**src/rtl/clkseq_pkg.sv**
```systemverilog
package clkseq_pkg;
  // Phase encodings; the order is the order of the start-up sequence.
  typedef enum logic [2:0] {
    PH_RST = 3'd0,
    PH_DLY = 3'd1,
    PH_CAL = 3'd2,
    PH_LCK = 3'd3,
    PH_ACT = 3'd4
  } phase_e;

  localparam int NUM_PHASES = 5;

  // Buffer format strap codes.
  typedef enum logic [1:0] {
    FMT_CMOS     = 2'b00,
    FMT_LVDS     = 2'b01,
    FMT_PECL     = 2'b10,
    FMT_PECL_AUX = 2'b11
  } fmt_e;
endpackage

```
**src/rtl/pin_sync.sv**
```systemverilog
module pin_sync #(
  parameter int W = 1,
  parameter logic [W-1:0] INIT = '0
) (
  input  logic         clk,
  input  logic         rst,
  input  logic [W-1:0] d,
  output logic [W-1:0] q
);
  logic [W-1:0] meta;

  always_ff @(posedge clk) begin
    if (rst) begin
      meta <= INIT;
      q    <= INIT;
    end else begin
      meta <= d;
      q    <= meta;
    end
  end
endmodule

```
**src/rtl/phase_timer.sv**
```systemverilog
module phase_timer #(
  parameter int CW = 8
) (
  input  logic          clk,
  input  logic          rst,
  input  logic          load,
  input  logic [CW-1:0] load_val,
  output logic          done
);
  logic [CW-1:0] cnt;

  always_ff @(posedge clk) begin
    if (rst)
      cnt <= '0;
    else if (load)
      cnt <= load_val;
    else if (cnt != '0)
      cnt <= cnt - 1'b1;
  end

  assign done = (cnt == '0);
endmodule

```
**src/rtl/seq_fsm.sv**
```systemverilog
module seq_fsm
  import clkseq_pkg::*;
#(
  parameter int DLY_CYC = 16384,
  parameter int CAL_CYC = 550,
  parameter int LCK_CYC = 313,
  parameter int CW      = 15
) (
  input  logic          clk,
  input  logic          rst,
  input  logic          run,
  input  logic          done,
  output phase_e        st,
  output phase_e        nxt,
  output logic          load,
  output logic [CW-1:0] load_val
);
  always_comb begin
    nxt      = st;
    load     = 1'b0;
    load_val = '0;
    if (!run) begin
      nxt = PH_RST;
    end else begin
      case (st)
        PH_RST: begin
          nxt      = PH_DLY;
          load     = 1'b1;
          load_val = CW'(DLY_CYC - 1);
        end
        PH_DLY: if (done) begin
          nxt      = PH_CAL;
          load     = 1'b1;
          load_val = CW'(CAL_CYC - 1);
        end
        PH_CAL: if (done) begin
          nxt      = PH_LCK;
          load     = 1'b1;
          load_val = CW'(LCK_CYC - 1);
        end
        PH_LCK: if (done) nxt = PH_ACT;
        PH_ACT: nxt = PH_ACT;
        default: nxt = PH_RST;
      endcase
    end
  end

  always_ff @(posedge clk) begin
    if (rst) st <= PH_RST;
    else     st <= nxt;
  end

  // phases only step forward by one or fall back to reset
  p_seq_order_r10: assert property (@(posedge clk) disable iff (rst)
    (st != $past(st)) |-> (st == PH_RST || 3'(st) == 3'($past(st)) + 3'd1));

  // a dropped control pin forces the reset phase on the next edge
  p_drop_to_rst_r6: assert property (@(posedge clk) disable iff (rst)
    !run |=> (st == PH_RST));

  // with both pins high the sequence leaves reset at once
  p_start_dly_r2: assert property (@(posedge clk) disable iff (rst)
    (st == PH_RST && run) |=> (st == PH_DLY));
endmodule

```
**src/rtl/out_ctrl.sv**
```systemverilog
module out_ctrl
  import clkseq_pkg::*;
(
  input  logic                  clk,
  input  logic                  rst,
  input  phase_e                st,
  input  phase_e                nxt,
  input  logic [1:0]            s_fmt,
  output logic [NUM_PHASES-1:0] phase_oh,
  output logic                  drv_en,
  output logic                  hiz,
  output logic                  calibrating,
  output logic                  locked,
  output logic                  aux_en,
  output logic [1:0]            fmt_code
);
  logic [NUM_PHASES-1:0] oh_d;
  logic                  entering;
  logic [1:0]            fmt_d;
  logic                  act_d;

  for (genvar i = 0; i < NUM_PHASES; i++) begin : g_oh
    assign oh_d[i] = (nxt == phase_e'(i));
  end

  assign act_d    = (nxt == PH_ACT);
  assign entering = act_d && (st != PH_ACT);
  assign fmt_d    = entering ? s_fmt : fmt_code;

  always_ff @(posedge clk) begin
    if (rst) begin
      phase_oh    <= NUM_PHASES'(1);
      drv_en      <= 1'b0;
      hiz         <= 1'b1;
      calibrating <= 1'b0;
      locked      <= 1'b0;
      aux_en      <= 1'b0;
      fmt_code    <= FMT_CMOS;
    end else begin
      phase_oh    <= oh_d;
      drv_en      <= act_d;
      hiz         <= !act_d;
      calibrating <= (nxt == PH_CAL);
      locked      <= act_d;
      aux_en      <= act_d && (fmt_d == FMT_PECL_AUX);
      fmt_code    <= fmt_d;
    end
  end

  // exactly one phase flag set
  p_onehot_r10: assert property (@(posedge clk) disable iff (rst)
    $countones(phase_oh) == 1);

  // secondary output only when live with the aux code latched
  p_aux_gate_r8: assert property (@(posedge clk) disable iff (rst)
    aux_en |-> (drv_en && fmt_code == FMT_PECL_AUX));

  // latched format frozen while locked
  p_fmt_hold_r9: assert property (@(posedge clk) disable iff (rst)
    (locked && $past(locked)) |-> $stable(fmt_code));

  // outside the active phase the buffers are tri-stated
  p_tristate_r2: assert property (@(posedge clk) disable iff (rst)
    !phase_oh[4] |-> (hiz && !drv_en && !locked));

  // driving implies locked and not tri-stated
  p_live_r5: assert property (@(posedge clk) disable iff (rst)
    drv_en |-> (!hiz && locked && !calibrating));
endmodule

```
**src/rtl/refclk_startup_seq.sv**
```systemverilog
module refclk_startup_seq
  import clkseq_pkg::*;
#(
  parameter int DLY_CYC = 16384,
  parameter int CAL_CYC = 550,
  parameter int LCK_CYC = 313
) (
  input  logic       clk,
  input  logic       por_done,
  input  logic       rst_pin_n,
  input  logic       oe_pin,
  input  logic [1:0] fmt_pin,
  output logic [4:0] phase_oh,
  output logic       out_drv_en,
  output logic       out_hiz,
  output logic [1:0] fmt_code,
  output logic       aux_en,
  output logic       calibrating,
  output logic       locked
);
  localparam int MAXC = (DLY_CYC > CAL_CYC) ? ((DLY_CYC > LCK_CYC) ? DLY_CYC : LCK_CYC)
                                            : ((CAL_CYC > LCK_CYC) ? CAL_CYC : LCK_CYC);
  localparam int CW   = $clog2(MAXC + 1);

  logic          rst;
  logic [3:0]    pins_s;
  logic          run;
  logic          done;
  logic          load;
  logic [CW-1:0] load_val;
  phase_e        st;
  phase_e        nxt;

  assign rst = !por_done;

  pin_sync #(.W(4), .INIT(4'b0000)) u_sync (
    .clk (clk),
    .rst (rst),
    .d   ({rst_pin_n, oe_pin, fmt_pin}),
    .q   (pins_s)
  );

  assign run = pins_s[3] & pins_s[2];

  phase_timer #(.CW(CW)) u_timer (
    .clk      (clk),
    .rst      (rst),
    .load     (load),
    .load_val (load_val),
    .done     (done)
  );

  seq_fsm #(
    .DLY_CYC (DLY_CYC),
    .CAL_CYC (CAL_CYC),
    .LCK_CYC (LCK_CYC),
    .CW      (CW)
  ) u_fsm (
    .clk      (clk),
    .rst      (rst),
    .run      (run),
    .done     (done),
    .st       (st),
    .nxt      (nxt),
    .load     (load),
    .load_val (load_val)
  );

  out_ctrl u_out (
    .clk         (clk),
    .rst         (rst),
    .st          (st),
    .nxt         (nxt),
    .s_fmt       (pins_s[1:0]),
    .phase_oh    (phase_oh),
    .drv_en      (out_drv_en),
    .hiz         (out_hiz),
    .calibrating (calibrating),
    .locked      (locked),
    .aux_en      (aux_en),
    .fmt_code    (fmt_code)
  );
endmodule

```
**config.mk**
```make
export PLATFORM = sky130hd
export DESIGN_NAME = refclk_startup_seq
export DESIGN_NICKNAME = d
export VERILOG_FILES = /design/src/rtl/clkseq_pkg.sv /design/src/rtl/pin_sync.sv /design/src/rtl/phase_timer.sv /design/src/rtl/seq_fsm.sv /design/src/rtl/out_ctrl.sv /design/src/rtl/refclk_startup_seq.sv
export SDC_FILE = /design/constraint.sdc
export NUM_CORES = 1
export LEC_CHECK = 0
export ABC_AREA = 1
export ABC_CLOCK_PERIOD_IN_PS = 1400
export CAP_MARGIN = 20
export CORE_MARGIN = 2
export CORE_UTILIZATION = 40
export DETAILED_ROUTE_END_ITERATION = 8
export PLACE_DENSITY = 0.72
export REMOVE_ABC_BUFFERS = 1
export SLEW_MARGIN = 10
export SYNTH_ARGS = -nofsm -noshare
export SYNTH_HDL_FRONTEND = slang
export SYNTH_SLANG_ARGS = --single-unit
export TNS_END_PERCENT = 1
```
**constraint.sdc**
```tcl
create_clock -name clk -period 1.4 [get_ports clk]
set_input_delay 0.28 -clock clk [delete_from_list [all_inputs] [get_ports clk]]
set_output_delay 0.28 -clock clk [all_outputs]
set_load 0.01 [all_outputs]
```
Word level (Yosys, flattened, before mapping)
Index checks and enable logic that the tools add are counted.
W data, S select, Z words.
{ "word_totals": {"out_inout_bits": 12, "memories": 0, "latchBits": 0, "wordCells": 46, "mem_bits_rw": 0, "in_bits": 6, "ff_bits": 37, "mem_bits_ro": 0} }
{ "op_classes": {"n_bitwise": 1, "order_cmp": 0, "add_sub_neg": 1, "multipliers": 0, "eq_ne": 10, "n_div": 0, "reduce_logical": 9, "mux": 15, "n_shift": 0} }
{ "op_table": {"columns": ["operator", "count"], "rows": [
  ["$mux W15", 3],
  ["$pmux W15 S3", 1],
  ["$logic_not A15 Y1", 1],
  ["$pmux W3 S5", 1],
  ["$reduce_bool A15 Y1", 1],
  ["$sub A15 B1 Y15 const B", 1],
  ["$eq A3 B2 Y1 const B", 4],
  ["$mux W3", 4],
  ["$mux W10", 1],
  ["$mux W9", 1],
  ["$eq A3 B1 Y1 const B", 2],
  ["$eq A3 B3 Y1 const B", 2],
  ["$logic_not A3 Y1", 2],
  ["$ne A3 B3 Y1 const B", 1],
  ["$eq A2 B2 Y1 const B", 1],
  ["$logic_and A1 B1 Y1", 2],
  ["$mux W1", 2],
  ["$mux W2", 1],
  ["$pmux W1 S2", 1],
  ["$reduce_bool A2 Y1", 1],
  ["$reduce_or A2 Y1", 1],
  ["$and A1 B1 Y1", 1],
  ["$logic_not A1 Y1", 1]
]} }

Longest topological paths before layout
{ "logic_depth": {"depth_word": 9, "mapped_depth": 12, "ltp_nobuf": 11} }

Cells and area by module
Synthesis repeated with hierarchy kept, for this count alone.
{ "hier_totals": {"hier_cells": 263, "hier_area_um2": 1835.5} }
{ "modules_own_cells": {"columns": ["mod", "area_each_um2", "cells_each", "instances", "seq_area_each_um2"], "rows": [
  ["phase_timer", 952.2, 144, 1, 300.3],
  ["out_ctrl", 341.6, 40, 1, 180.2],
  ["seq_fsm", 299.0, 51, 1, 60.1],
  ["pin_sync", 231.5, 25, 1, 160.2],
  ["refclk_startup_seq", 11.3, 3, 1, 0.0]
]} }

Worst setup path after synthesis
OpenSTA, ideal clock, no wires.
{ "synth_path": {"path_kind": "register -> register", "startpoint": "register u_timer.cnt[0]", "endpoint": "register u_timer.cnt[11]", "synth_period_minus_slack_ns": 1.481, "n_path_buf": 1, "stages_incl_launch_ff": 13, "arrival_ns": 1.353, "required_ns": 1.272, "setup_time_ns": 0.128, "slack_ns": -0.081, "cell_sequence": "dfxtp_1 -> inv_1 -> ha_1 -> nand2_2 -> nor2_4 -> nand3_2 -> nand2_2 -> nand2_4 -> buf_6 -> nand2_1 -> nand2_1 -> nand2_1 -> nor2_1"} }
{ "synth_between": {"elab_chain_len": 5, "elab_cells_between_ends": 9, "cone_classes": "add/sub: 1; mux: 5; reduce/logical: 3"} }
{ "synth_lines": {"columns": ["element", "line_no", "source"], "rows": [
  ["start, declared", "phase_timer.sv:10", "logic [CW-1:0] cnt;"],
  ["start signal, assigned", "phase_timer.sv:16", "cnt <= load_val;"],
  ["start signal, assigned", "phase_timer.sv:18", "cnt <= cnt - 1'b1;"],
  ["branches (longest 5 deep; another with $sub A15 B1 Y15)", null, null]
]} }
Parallel ways; which one is timed is not known. The select of a mux whose other input is x is not followed.
A chain may end at the register's enable or synchronous reset.

Worst setup path in the final report
{ "layout_path": {"startpoint": "register u_timer.cnt[12]", "endpoint": "register u_timer.cnt[14]"} }
Same word-level chain as after synthesis.

==> metrics.txt <==
status complete, but fails checks; failing checks negative setup slack; syn avg cell area 7.17 µm²; worst r2r src u_timer.cnt[12]$_SDFFE_PN0P_; vias in the first global route 1513; TritonRoute pass-1 iters 4; PwrDens 1870 nW/µm²; first-pass GRT wire length 6.71 mm; area of the die 4820 µm²; Row Count 23; nets 287; Yosys Warn Count 0; post-layout min period 1.43 ns; largest net degree at the start of global routing 17; gr usage total 0.175; CTS Hold Bufs 0; routability cong. 0.893; endpoints failing hold 0; CP Launch Type flip-flop; Min-Delay Endpoint u_sync.q[3]$_SDFF_PN0_; crit path kind reg -> reg; Antenna Nets Post-Route 0; Die Width 69.5 µm; Worst Path Required 1.63 ns; max_slew headroom 0.855; FMAX 698 MHz; P&R area growth vs syn 33.6%; Max Cap Violations 0; Ant. Diodes 0; Die H 69.5 µm; Reg2Reg Depth 8; non-filler cells, final 331; Vias per Instance 4.73; crit-path max FO 6; clock sinks 35; final setup TNS -0.104 ns; Crit path arrival time 1.66 ns; Cell Area, Placed 2070 µm²; period utilization 1.02; Synth cell types 31; share of layout cells above drive strength 1 0.310; Final Power 0.00428 W; final wirelength 4.07 mm; Mapped Cells 239; pre-CTS WS -0.129 ns; R2R Path End u_timer.cnt[14]$_SDFFE_PN0P_; Num CTS Buffers 5; CTS tree built; VDD IR-drop max 0.728 mV; final slew viol count 0; Worst R2R Setup Slack -0.03 ns; worst skew pair latency 0.30 ns; Design Area, Final 2290 µm²; Worst-path clk slew 0.07 ns; total core area 4060 µm²; Residual DRC 0; DR vias 1565; Final WS setup -0.0332 ns; Clock Skews 0.00637 ns; depth of the worst hold-timing path 2; Placed Cells incl. Taps 322; initial antenna violation count 0; Iteration-0 DRC Markers 87; H-tree depth 2; Post-DP HPWL 2.85 mm; average wire per standard cell 12.3 µm; final setup violation count 6; gr ovfl total 0; Port Buffers 17; Syn Std Cell Area 1710 µm²; register area share after synthesis 0.409; FF+latch count, synth 35; crit end category flip-flop; I/O Pins 18; Starting Density 0.422; unrepaired setup endpoints after global routing true; CTS Buffer Depth 2; hold path start u_sync.meta[3]$_SDFF_PN0_; Worst Max-Slew Pin Slew 0.217 ns; Root Driver clkbuf_8; worst hold path class reg -> reg; Pleak 1.12 nW
==> layer usage <==
| metal | vias to the layer above | GRT usage | share of wire |
|---|---|---|---|
| met5 | - | 0 | 0 |
| met4 | 0 | 0.0828 | 0.032 |
| met3 | 12 | 0.0567 | 0.052 |
| met2 | 38 | 0.282 | 0.50 |
| met1 | 705 | 0.211 | 0.42 |
| li1 | 810 | - | - |
==> where the power goes <==
part | internal [W] | switching (W)
clock | 0.000529 | 0.000370
sequential | 0.00116 | 0.000152
combinational | 0.000899 | 0.00117
total | 0.00258 | 0.00169
==> metrics by stage <==
| stage | util | hold WS (ns) |
|---|---|---|
| 3_5_place_dp | 0.511 | 0.404 |
| 3_3_place_gp | 0.511 | 0.392 |
| 6_report | 0.564 | 0.416 |
| 2_1_floorplan | - | 0.373 |
| 5_1_grt | 0.564 | 0.444 |
| 4_1_cts | 0.546 | 0.419 |
==> final cells by class <==
| cell class | instances | area, µm² |
|---|---|---|
| Tap cell | 50 | 62.6 |
| Sequential cell | 35 | 711 |
| Clock buffer | 5 | 68.8 |
| Multi-Input combinational cell | 161 | 932 |
| Clock inverter | 3 | 43.8 |
| Inverter | 36 | 136 |
| Timing Repair Buffer | 41 | 335 |
| Fill cell | 372 | 1770 |
==> critical path: stages, from the launching register on <==
cell and delay, ns:
dfxtp_1 0.32, nor2_2 0.17, nand2_2 0.11, nor2_4 0.17, nand2_4 0.10, buf_4 0.17
nand4_1 0.12, nand3_1 0.08, a21oi_1 0.11
==> synth_stat cells <==
cell / count / share of area
nand4_1: 3 / 0.011
nor2_1: 32 / 0.070
o21ai_0: 1 / 0.0029
nand3_1: 15 / 0.044
nor2_2: 8 / 0.029
o22a_1: 1 / 0.0051
nor3_2: 2 / 0.012
nand3_2: 4 / 0.023
nor3_1: 1 / 0.0029
xor2_1: 4 / 0.020
a31oi_1: 1 / 0.0037
dfxtp_1: 35 / 0.41
clkbuf_1: 2 / 0.0044
buf_6: 1 / 0.0066
nand3b_1: 1 / 0.0044
inv_1: 31 / 0.068
clkinv_1: 2 / 0.0044
nand2_1: 59 / 0.13
a21oi_2: 2 / 0.010
o21ai_1: 2 / 0.0058
inv_2: 3 / 0.0066
nor2_4: 4 / 0.026
and2_1: 1 / 0.0037
nand2_2: 5 / 0.018
ha_1: 1 / 0.0073
o211ai_1: 1 / 0.0044
xnor2_1: 3 / 0.015
a21oi_1: 8 / 0.023
buf_2: 1 / 0.0029
buf_4: 3 / 0.013
nand2_4: 2 / 0.013
==> cell families after synthesis <==
logic type	share of synthesized area
fa+ha+maj	0.00730
simple gates	0.387
flops	0.409
xor+xnor	0.0358
buf+inv	0.106
compound gates	0.0555
==> what timing repair did <==
action | 4_1_cts | 5_1_grt
pin swaps | 4 | 11
setup buffers | 0 | 1
gates resized for setup | 25 | 23
setup endpoints to repair | 34 | 23
==> how the worst max path moves through the flow <==
stage / endpoint / slack, ns / startpoint
detailed placement: u_out.phase_oh[1]$_SDFF_PN0_ / -0.13 / u_timer.cnt[0]$_SDFFE_PN0P_
global route: u_timer.cnt[14]$_SDFFE_PN0P_ / -0.1 / u_timer.cnt[13]$_SDFFE_PN0P_
finish: u_timer.cnt[14]$_SDFFE_PN0P_ / -0.03 / u_timer.cnt[12]$_SDFFE_PN0P_
CTS: u_out.phase_oh[1]$_SDFF_PN0_ / -0.03 / u_timer.cnt[11]$_SDFFE_PN0P_
global placement: u_out.phase_oh[1]$_SDFF_PN0_ / -0.09 / u_timer.cnt[0]$_SDFFE_PN0P_
floorplan: u_out.phase_oh[1]$_SDFF_PN0_ / -0.04 / u_timer.cnt[0]$_SDFFE_PN0P_
==> registers in the layout, indices dropped and copies added, names as in the netlist <==
register / cells
u_timer.cnt: 15
u_out.phase_oh: 4
u_sync.meta: 4
u_sync.q: 4
u_fsm.st: 3
u_out.fmt_code: 2
u_out.aux_en: 1
u_out.drv_en: 1
u_out.hiz: 1
==> placed cells by master (no fill, tap or decap), types with 2 or more instances in the layout <==
cell type,netlist,layout
nor2_4,4,9
nand4_1,3,3
nand2_1,59,54
xnor2_1,3,3
dfxtp_1,35,27
nand2_2,5,6
inv_1,31,28
nand3_1,15,14
clkinv_2,0,2
clkdlybuf4s50_1,0,5
xor2_1,4,4
dlygate4sd2_1,0,12
nor3_2,2,2
a21oi_1,8,8
buf_4,3,24
nand2_4,2,5
nand3_2,4,5
clkbuf_8,0,5
dfxtp_2,0,8
a21oi_2,2,2
nor2_1,32,27
nor2_2,8,8
inv_2,3,6
(Power assumes the default switching activity.)
